### src/rtl/i2c_tgt_pkg.sv
package i2c_tgt_pkg;

    localparam int BYTE_W = 8;
    localparam int CNT_W  = $clog2(BYTE_W + 1);

    typedef enum logic [2:0] {
        ST_IDLE,
        ST_RX,
        ST_ACK,
        ST_TX,
        ST_HACK
    } eng_st_e;

    typedef enum logic [1:0] {
        RK_ADDR,
        RK_PTR,
        RK_DATA
    } rx_kind_e;

    typedef struct packed {
        eng_st_e             st;
        rx_kind_e            kind;
        logic                rd;
        logic [CNT_W-1:0]    cnt;
        logic [BYTE_W-1:0]   sh;
        logic [BYTE_W-1:0]   ptr;
        logic                oe;
        logic                hack;
        logic                we;
        logic [BYTE_W-1:0]   wadr;
        logic [BYTE_W-1:0]   wdat;
    } eng_s;

endpackage

### src/rtl/i2c_line_sync.sv
module i2c_line_sync #(
    parameter int STAGES = 2,
    parameter int LINES  = 2
) (
    input  logic             clk,
    input  logic             rst_n,
    input  logic [LINES-1:0] raw,
    output logic [LINES-1:0] cur,
    output logic [LINES-1:0] prev
);

    generate
        for (genvar i = 0; i < LINES; i++) begin : g_line
            logic [STAGES:0] chain_d, chain_q;

            always_comb begin
                chain_d = {chain_q[STAGES-1:0], raw[i]};
            end

            always_ff @(posedge clk) begin
                if (!rst_n) begin
                    chain_q <= '1;
                end else begin
                    chain_q <= chain_d;
                end
            end

            assign cur[i]  = chain_q[STAGES-1];
            assign prev[i] = chain_q[STAGES];
        end
    endgenerate

endmodule

### src/rtl/i2c_bus_events.sv
module i2c_bus_events (
    input  logic scl_c,
    input  logic scl_p,
    input  logic sda_c,
    input  logic sda_p,
    output logic scl_rise,
    output logic scl_fall,
    output logic bus_start,
    output logic bus_stop
);

    always_comb begin
        scl_rise  = scl_c && !scl_p;
        scl_fall  = !scl_c && scl_p;
        bus_start = scl_c && scl_p && sda_p && !sda_c;
        bus_stop  = scl_c && scl_p && !sda_p && sda_c;
    end

endmodule

### src/rtl/i2c_tgt_engine.sv
module i2c_tgt_engine
    import i2c_tgt_pkg::*;
#(
    parameter int               ADDR_W   = 7,
    parameter logic [ADDR_W-1:0] TGT_ADDR = 7'h2A
) (
    input  logic              clk,
    input  logic              rst_n,
    input  logic              scl_c,
    input  logic              sda_c,
    input  logic              scl_rise,
    input  logic              scl_fall,
    input  logic              bus_start,
    input  logic              bus_stop,
    input  logic [BYTE_W-1:0] rf_rdata,
    output logic              sda_oe,
    output logic              rf_we,
    output logic [BYTE_W-1:0] rf_addr,
    output logic [BYTE_W-1:0] rf_wdata
);

    localparam logic [CNT_W-1:0] LAST_BIT = CNT_W'(BYTE_W);

    eng_s r_d, r_q;

    always_comb begin
        r_d    = r_q;
        r_d.we = 1'b0;
        if (bus_stop) begin
            r_d.st  = ST_IDLE;
            r_d.oe  = 1'b0;
            r_d.cnt = '0;
        end else if (bus_start) begin
            r_d.st   = ST_RX;
            r_d.kind = RK_ADDR;
            r_d.cnt  = '0;
            r_d.oe   = 1'b0;
        end else begin
            unique case (r_q.st)
                ST_RX: begin
                    if (scl_rise && r_q.cnt != LAST_BIT) begin
                        r_d.sh  = {r_q.sh[BYTE_W-2:0], sda_c};
                        r_d.cnt = r_q.cnt + 1'b1;
                    end else if (scl_fall && r_q.cnt == LAST_BIT) begin
                        r_d.cnt = '0;
                        unique case (r_q.kind)
                            RK_ADDR: begin
                                if (r_q.sh[BYTE_W-1:1] == TGT_ADDR) begin
                                    r_d.rd = r_q.sh[0];
                                    r_d.oe = 1'b1;
                                    r_d.st = ST_ACK;
                                end else begin
                                    r_d.st = ST_IDLE;
                                end
                            end
                            RK_PTR: begin
                                r_d.ptr = r_q.sh;
                                r_d.oe  = 1'b1;
                                r_d.st  = ST_ACK;
                            end
                            default: begin
                                r_d.we   = 1'b1;
                                r_d.wadr = r_q.ptr;
                                r_d.wdat = r_q.sh;
                                r_d.ptr  = r_q.ptr + 1'b1;
                                r_d.oe   = 1'b1;
                                r_d.st   = ST_ACK;
                            end
                        endcase
                    end
                end
                ST_ACK: begin
                    if (scl_fall) begin
                        r_d.cnt = '0;
                        if (r_q.kind == RK_ADDR && r_q.rd) begin
                            r_d.st  = ST_TX;
                            r_d.sh  = rf_rdata;
                            r_d.oe  = !rf_rdata[BYTE_W-1];
                            r_d.ptr = r_q.ptr + 1'b1;
                        end else begin
                            r_d.st   = ST_RX;
                            r_d.oe   = 1'b0;
                            r_d.kind = (r_q.kind == RK_ADDR) ? RK_PTR : RK_DATA;
                        end
                    end
                end
                ST_TX: begin
                    if (scl_rise) begin
                        r_d.cnt = r_q.cnt + 1'b1;
                    end else if (scl_fall) begin
                        if (r_q.cnt == LAST_BIT) begin
                            r_d.oe = 1'b0;
                            r_d.st = ST_HACK;
                        end else begin
                            r_d.sh = {r_q.sh[BYTE_W-2:0], 1'b0};
                            r_d.oe = !r_q.sh[BYTE_W-2];
                        end
                    end
                end
                ST_HACK: begin
                    if (scl_rise) begin
                        r_d.hack = !sda_c;
                    end else if (scl_fall) begin
                        r_d.cnt = '0;
                        if (r_q.hack) begin
                            r_d.st  = ST_TX;
                            r_d.sh  = rf_rdata;
                            r_d.oe  = !rf_rdata[BYTE_W-1];
                            r_d.ptr = r_q.ptr + 1'b1;
                        end else begin
                            r_d.st = ST_IDLE;
                            r_d.oe = 1'b0;
                        end
                    end
                end
                default: ;
            endcase
        end
    end

    always_ff @(posedge clk) begin
        if (!rst_n) begin
            r_q      <= '0;
            r_q.st   <= ST_IDLE;
            r_q.kind <= RK_ADDR;
        end else begin
            r_q <= r_d;
        end
    end

    assign sda_oe   = r_q.oe;
    assign rf_we    = r_q.we;
    assign rf_addr  = r_q.we ? r_q.wadr : r_q.ptr;
    assign rf_wdata = r_q.wdat;

    AST_DRIVE_SCL_LOW: assert property (@(posedge clk) disable iff (!rst_n)
        !$stable(r_q.oe) |-> (!$past(scl_c) || $past(bus_start) || $past(bus_stop)));
    AST_STOP_RELEASE: assert property (@(posedge clk) disable iff (!rst_n)
        bus_stop |=> (r_q.st == ST_IDLE && !r_q.oe));
    AST_START_DECODE: assert property (@(posedge clk) disable iff (!rst_n)
        bus_start |=> (r_q.st == ST_RX && r_q.kind == RK_ADDR && r_q.cnt == '0 && !r_q.oe));
    AST_IDLE_QUIET: assert property (@(posedge clk) disable iff (!rst_n)
        (r_q.st == ST_IDLE) |-> (!r_q.oe && !r_q.we));
    AST_PTR_HOLD: assert property (@(posedge clk) disable iff (!rst_n)
        (r_q.st == ST_IDLE && !bus_start) |=> $stable(r_q.ptr));
    AST_WE_PULSE: assert property (@(posedge clk) disable iff (!rst_n)
        r_q.we |=> !r_q.we);
    AST_WE_FROM_DATA: assert property (@(posedge clk) disable iff (!rst_n)
        r_q.we |-> ($past(r_q.st) == ST_RX && $past(r_q.kind) == RK_DATA));

endmodule

### src/rtl/i2c_reg_target.sv
module i2c_reg_target
    import i2c_tgt_pkg::*;
#(
    parameter int                ADDR_W      = 7,
    parameter logic [ADDR_W-1:0] TGT_ADDR    = 7'h2A,
    parameter int                SYNC_STAGES = 2
) (
    input  logic              clk,
    input  logic              rst_n,
    input  logic              scl_i,
    input  logic              sda_i,
    output logic              sda_oe,
    output logic              rf_we,
    output logic [BYTE_W-1:0] rf_addr,
    output logic [BYTE_W-1:0] rf_wdata,
    input  logic [BYTE_W-1:0] rf_rdata
);

    localparam int N_LINES = 2;

    logic [N_LINES-1:0] line_cur, line_prev;
    logic scl_rise, scl_fall, bus_start, bus_stop;

    i2c_line_sync #(
        .STAGES (SYNC_STAGES),
        .LINES  (N_LINES)
    ) i_sync (
        .clk   (clk),
        .rst_n (rst_n),
        .raw   ({scl_i, sda_i}),
        .cur   (line_cur),
        .prev  (line_prev)
    );

    i2c_bus_events i_events (
        .scl_c     (line_cur[1]),
        .scl_p     (line_prev[1]),
        .sda_c     (line_cur[0]),
        .sda_p     (line_prev[0]),
        .scl_rise  (scl_rise),
        .scl_fall  (scl_fall),
        .bus_start (bus_start),
        .bus_stop  (bus_stop)
    );

    i2c_tgt_engine #(
        .ADDR_W   (ADDR_W),
        .TGT_ADDR (TGT_ADDR)
    ) i_engine (
        .clk       (clk),
        .rst_n     (rst_n),
        .scl_c     (line_cur[1]),
        .sda_c     (line_cur[0]),
        .scl_rise  (scl_rise),
        .scl_fall  (scl_fall),
        .bus_start (bus_start),
        .bus_stop  (bus_stop),
        .rf_rdata  (rf_rdata),
        .sda_oe    (sda_oe),
        .rf_we     (rf_we),
        .rf_addr   (rf_addr),
        .rf_wdata  (rf_wdata)
    );

endmodule

### config.mk
export PLATFORM = sky130hd
export DESIGN_NAME = i2c_reg_target
export DESIGN_NICKNAME = d
export VERILOG_FILES = /design/src/rtl/i2c_tgt_pkg.sv /design/src/rtl/i2c_line_sync.sv /design/src/rtl/i2c_bus_events.sv /design/src/rtl/i2c_tgt_engine.sv /design/src/rtl/i2c_reg_target.sv
export SDC_FILE = /design/constraint.sdc
export NUM_CORES = 1
export LEC_CHECK = 0
export ABC_AREA = 1
export BUFFER_PORTS_ARGS = -buffer_cell sky130_fd_sc_hd__buf_2
export CORE_ASPECT_RATIO = 0.75
export CORE_MARGIN = 5
export CORE_UTILIZATION = 40
export CTS_BUF_LIST = sky130_fd_sc_hd__clkbuf_2 sky130_fd_sc_hd__clkbuf_4 sky130_fd_sc_hd__clkbuf_8
export DETAILED_ROUTE_END_ITERATION = 7
export MAX_ROUTING_LAYER = met4
export PLACE_DENSITY = 0.54
export SYNTH_ARGS = -nofsm -noshare
export SYNTH_HDL_FRONTEND = slang
export SYNTH_HIERARCHICAL = 1
export SYNTH_SLANG_ARGS = --single-unit
### constraint.sdc
create_clock -name clk -period 2.2 [get_ports clk]
set_clock_uncertainty 0.15 [all_clocks]
set_input_delay 0.11 -clock clk [delete_from_list [all_inputs] [get_ports clk]]
set_output_delay 0.11 -clock clk [all_outputs]
set_load 0.03 [all_outputs]
==> impl_results.html <==
<table>
<tr><th>Metric</th><th>Value</th></tr>
<tr><th colspan="2">Floorplan</th></tr>
<tr><td>Initial Utilization</td><td>0.414</td></tr>
<tr><td>DIE AREA</td><td>0.00895 sq mm</td></tr>
<tr><td>Die Y</td><td>83.2 microns</td></tr>
<tr><td>I/O Pins</td><td>30</td></tr>
<tr><td>Die Wd</td><td>108 microns</td></tr>
<tr><td>Core outline area</td><td>0.00690 sq mm</td></tr>
<tr><td>FP Rows</td><td>26</td></tr>
<tr><th colspan="2">Worst setup path</th></tr>
<tr><td>CP startpoint kind</td><td>flop</td></tr>
<tr><td>CP Class</td><td>flop to flop</td></tr>
<tr><td>Most frequent CP cell</td><td>sky130_fd_sc_hd__nand2_1</td></tr>
<tr><td>Highest net fanout along the worst path</td><td>19</td></tr>
<tr><td>Number of cells on the worst reg-to-reg path</td><td>11</td></tr>
<tr><td>Arrival time at the worst endpoint</td><td>2.07 ns</td></tr>
<tr><td>CP Depth</td><td>11</td></tr>
<tr><td>Worst Path Required</td><td>2.26 ns</td></tr>
<tr><td>Endpoint class of the critical path</td><td>flop</td></tr>
<tr><td>Cell with the largest stage delay on the worst path</td><td>sky130_fd_sc_hd__dfxtp_1</td></tr>
<tr><td>Largest incremental delay on the critical path</td><td>0.49 ns</td></tr>
<tr><td>CP cell instances</td><td>inv_2 &gt; nand3_2 &gt; nand2_4 &gt; nand2_2 &gt; nand2_1 &gt; nor2_2 &gt; nand2_2 &gt; inv_1 &gt; nand2_1 &gt; nand2_1 &gt; nor2_1</td></tr>
<tr><td>Largest delay share family, worst path</td><td>simple AND/OR/NAND/NOR gates</td></tr>
<tr><td>WP buf/inv</td><td>2</td></tr>
<tr><th colspan="2">Synth</th></tr>
<tr><td>Fraction of registers with async set/reset</td><td>0</td></tr>
<tr><td>Top cell type by total area after synthesis</td><td>sky130_fd_sc_hd__dfxtp_1</td></tr>
<tr><td>Count of flip-flops with a built-in enable after synthesis</td><td>0</td></tr>
<tr><td>Number of instances in the synthesized netlist</td><td>443</td></tr>
<tr><td>Avg Cell Area, Syn</td><td>6.45 sq um</td></tr>
<tr><td>Synth top cells by count</td><td>sky130_fd_sc_hd__nand2_1 (122), sky130_fd_sc_hd__dfxtp_1 (51), sky130_fd_sc_hd__inv_1 (48), sky130_fd_sc_hd__nor2_1 (47), sky130_fd_sc_hd__nand3_1 (45)</td></tr>
<tr><td>Synthesized cell area</td><td>0.00286 sq mm</td></tr>
<tr><td>Number of unique standard cell types used by synthesis</td><td>31</td></tr>
<tr><td>Number of warning messages in the yosys log</td><td>6</td></tr>
<tr><td>Syn Nets</td><td>458</td></tr>
<tr><td>Cell with the most instances after synthesis</td><td>sky130_fd_sc_hd__nand2_1</td></tr>
<tr><td>Commonest register cell after synthesis</td><td>sky130_fd_sc_hd__dfxtp_1</td></tr>
<tr><td>Sequential area share after synthesis</td><td>0.357</td></tr>
<tr><td>Fraction of post-synthesis cell area in the top cell type by area</td><td>0.357</td></tr>
<tr><td>Ranking of synthesized cells by area</td><td>sky130_fd_sc_hd__dfxtp_1 (36%), sky130_fd_sc_hd__nand2_1 (16%), sky130_fd_sc_hd__nand3_1 (7.9%)</td></tr>
<tr><td>Flop and latch count out of synthesis</td><td>51</td></tr>
<tr><th colspan="2">GRT</th></tr>
<tr><td>Pin count of the biggest net entering global routing</td><td>27</td></tr>
<tr><td>Vias in the first global route</td><td>2479</td></tr>
<tr><td>Total track usage</td><td>0.185</td></tr>
<tr><td>Overall overflow remaining after global route</td><td>0</td></tr>
<tr><td>Wire length of the first global-routing pass</td><td>13000 microns</td></tr>
<tr><td>Antenna violations before repair</td><td>0</td></tr>
<tr><th colspan="2">Layout</th></tr>
<tr><td>Post-layout instance area</td><td>0.00317 sq mm</td></tr>
<tr><td>Area added between synthesis and finish</td><td>10.8%</td></tr>
<tr><td># nets final</td><td>482</td></tr>
<tr><td>Core Util, Final</td><td>0.459</td></tr>
<tr><td>Antenna diode count</td><td>0</td></tr>
<tr><td>Fraction of layout instances using a drive strength above 1</td><td>0.147</td></tr>
<tr><th colspan="2">Worst hold path</th></tr>
<tr><td>Path class of the lowest-slack min-delay path</td><td>input port to flop</td></tr>
<tr><td>Hold Crit Depth</td><td>2</td></tr>
<tr><th colspan="2">Routing</th></tr>
<tr><td>Total number of vias</td><td>2788</td></tr>
<tr><td>Number of nets with antenna violations after routing</td><td>0</td></tr>
<tr><td>Total wirelength of the detailed-routed design</td><td>7740 microns</td></tr>
<tr><td>DRC marker count from the first detailed-route iteration</td><td>240</td></tr>
<tr><td>Number of remaining DRC errors</td><td>0</td></tr>
<tr><td>Number of detailed-route iterations in the first pass</td><td>5</td></tr>
<tr><td>Average vias per placed instance</td><td>4.93</td></tr>
<tr><td>Average wire length per cell after detail routing</td><td>13.7 microns</td></tr>
<tr><th colspan="2">CTS</th></tr>
<tr><td>Clock Sink Count</td><td>51</td></tr>
<tr><td>Number of buffers on the longest clock path</td><td>2</td></tr>
<tr><td>Number of buffers added by the clock tree synthesis step</td><td>5</td></tr>
<tr><td>Clock transition at path regs</td><td>0.10 ns</td></tr>
<tr><td>H-tree levels</td><td>2</td></tr>
<tr><td>CTS Root Cell</td><td>sky130_fd_sc_hd__clkbuf_8</td></tr>
<tr><td>Latest clock arrival within the worst-skew pair</td><td>0.31 ns</td></tr>
<tr><td>TritonCTS clock tree</td><td>built</td></tr>
<tr><th colspan="2">Place</th></tr>
<tr><td>Count of buffers inserted at the top-level ports</td><td>29</td></tr>
<tr><td>Detailed Place HPWL</td><td>5720 microns</td></tr>
<tr><td>Final Wtd Congestion</td><td>0.913</td></tr>
<tr><td>Placement-stage cell area</td><td>0.00302 sq mm</td></tr>
<tr><th colspan="2">Job</th></tr>
<tr><td>Number of violations of the max-capacitance limit</td><td>0</td></tr>
<tr><th colspan="2">Timing</th></tr>
<tr><td>Final critical-path share of the clock period</td><td>0.910</td></tr>
<tr><td>Max-slew headroom</td><td>0.656</td></tr>
<tr><td>Unrepaired setup endpoints after global routing</td><td>no</td></tr>
<tr><td>Setup total negative slack</td><td>0 ns</td></tr>
<tr><td>Number of hold violations in the final report</td><td>0</td></tr>
<tr><td>Time the final worst path needs with I/O delays and setup</td><td>2.00 ns</td></tr>
<tr><td>Count of endpoints failing setup in the final report</td><td>0</td></tr>
<tr><td>Fmax achieved</td><td>499 MHz</td></tr>
<tr><td>Worst Max-Slew Pin Slew</td><td>0.515 ns</td></tr>
<tr><td>Max-slew violation total from the final report</td><td>0</td></tr>
<tr><th colspan="2">Pwr</th></tr>
<tr><td>Worst VDD drop</td><td>424 uV</td></tr>
<tr><td>Leakage Power</td><td>0.00141 uW</td></tr>
<tr><td>Power per cell area</td><td>1010 mW/mm^2</td></tr>
<tr><td>Total power</td><td>3200 uW</td></tr>
<tr><th colspan="2">Status</th></tr>
<tr><td>Status</td><td>completed</td></tr>
</table>
power by group:
group          internal (uW)  switching [uW]
registers               1030             136
clock network            230             342
logic                    435            1030
metrics by stage:
stage / std cells / hold WS (ns) / worst slack [ns]
floorplan: 443 / 0.0287 / 0.388
global placement: 553 / 0.134 / 0.205
detailed placement: 553 / 0.136 / 0.143
CTS: 564 / 0.00393 / 0.116
global route: 566 / 0.0202 / 0.0129
finish: 566 / 0.0216 / 0.197
final timing paths:
path,start,to,slack (ns)
max,i_engine/r_q[44]$_SDFFE_PP0P_,i_engine/r_q[24]$_SDFFE_PN0P_,0.20
min,rst_n,i_sync/g_line[0].chain_q[1]$_SDFF_PN1_,0.02
max reg2reg,i_engine/r_q[44]$_SDFFE_PP0P_,i_engine/r_q[24]$_SDFFE_PN0P_,0.20
min reg2reg,i_sync/g_line[0].chain_q[0]$_SDFF_PN1_,i_sync/g_line[0].chain_q[1]$_SDFF_PN1_,0.26
repair_timing:
item,in CTS,in global routing
hold buffers,3,0
gates resized for setup,0,4
setup endpoints to repair,0,16
endpoints found under the hold margin,3,0
setup buffers,0,2
layer usage:
metal,part of all wire,wire length [microns],track usage,vias to the layer above
met3,0.071,549,0.0318,5
met1,0.56,4340,0.309,1242
met2,0.36,2790,0.217,96
met5,0,0,-,-
li1,-,-,-,1445
met4,0.0080,62,0.0436,0
layout make-up:
| type | instances | area, sq um |
|---|---|---|
| repair buffers | 40 | 235 |
| multi-input cells | 315 | 1490 |
| clock buffers | 5 | 68.8 |
| clock inverters | 3 | 23.8 |
| inverters | 54 | 203 |
| well taps | 98 | 123 |
| flip-flops and latches | 51 | 1020 |
| fillers | 742 | 3730 |
logic make-up after synthesis:
logic type | count (synthesis) | share of synthesized area
xor gates and xnor gates | 6 | 0.0184
buffers and inverters | 77 | 0.124
and+or+nand+nor | 238 | 0.363
DFF | 51 | 0.357
AOI/OAI and AO/OA | 68 | 0.123
adders and majority gates | 3 | 0.0131
flip-flops by register name, indices dropped and copies added (netlist names):
name and flops:
i_engine/rf_we 1, i_engine/sda_oe 1, i_engine/r_q 35, i_sync/g_line.chain_q 6, i_engine/rf_wdata 8
cells in the final DEF (no fill, tap or decap), types with 3 or more instances in the layout:
| master | instances |
|---|---|
| sky130_fd_sc_hd__a21oi_1 | 34 |
| sky130_fd_sc_hd__dfxtp_1 | 50 |
| sky130_fd_sc_hd__nand3_1 | 45 |
| sky130_fd_sc_hd__inv_2 | 5 |
| sky130_fd_sc_hd__o21ai_0 | 26 |
| sky130_fd_sc_hd__buf_4 | 8 |
| sky130_fd_sc_hd__o21ai_1 | 3 |
| sky130_fd_sc_hd__nor2_2 | 8 |
| sky130_fd_sc_hd__nand2_4 | 3 |
| sky130_fd_sc_hd__nor2_1 | 45 |
| sky130_fd_sc_hd__inv_1 | 48 |
| sky130_fd_sc_hd__dlygate4sd3_1 | 3 |
| sky130_fd_sc_hd__ha_1 | 3 |
| sky130_fd_sc_hd__clkbuf_8 | 5 |
| sky130_fd_sc_hd__nand2_2 | 4 |
| sky130_fd_sc_hd__nand2_1 | 122 |
| sky130_fd_sc_hd__buf_2 | 29 |
| sky130_fd_sc_hd__xor2_1 | 4 |
| sky130_fd_sc_hd__nand4_1 | 4 |
Note: power is estimated with default switching activity, not from simulation.
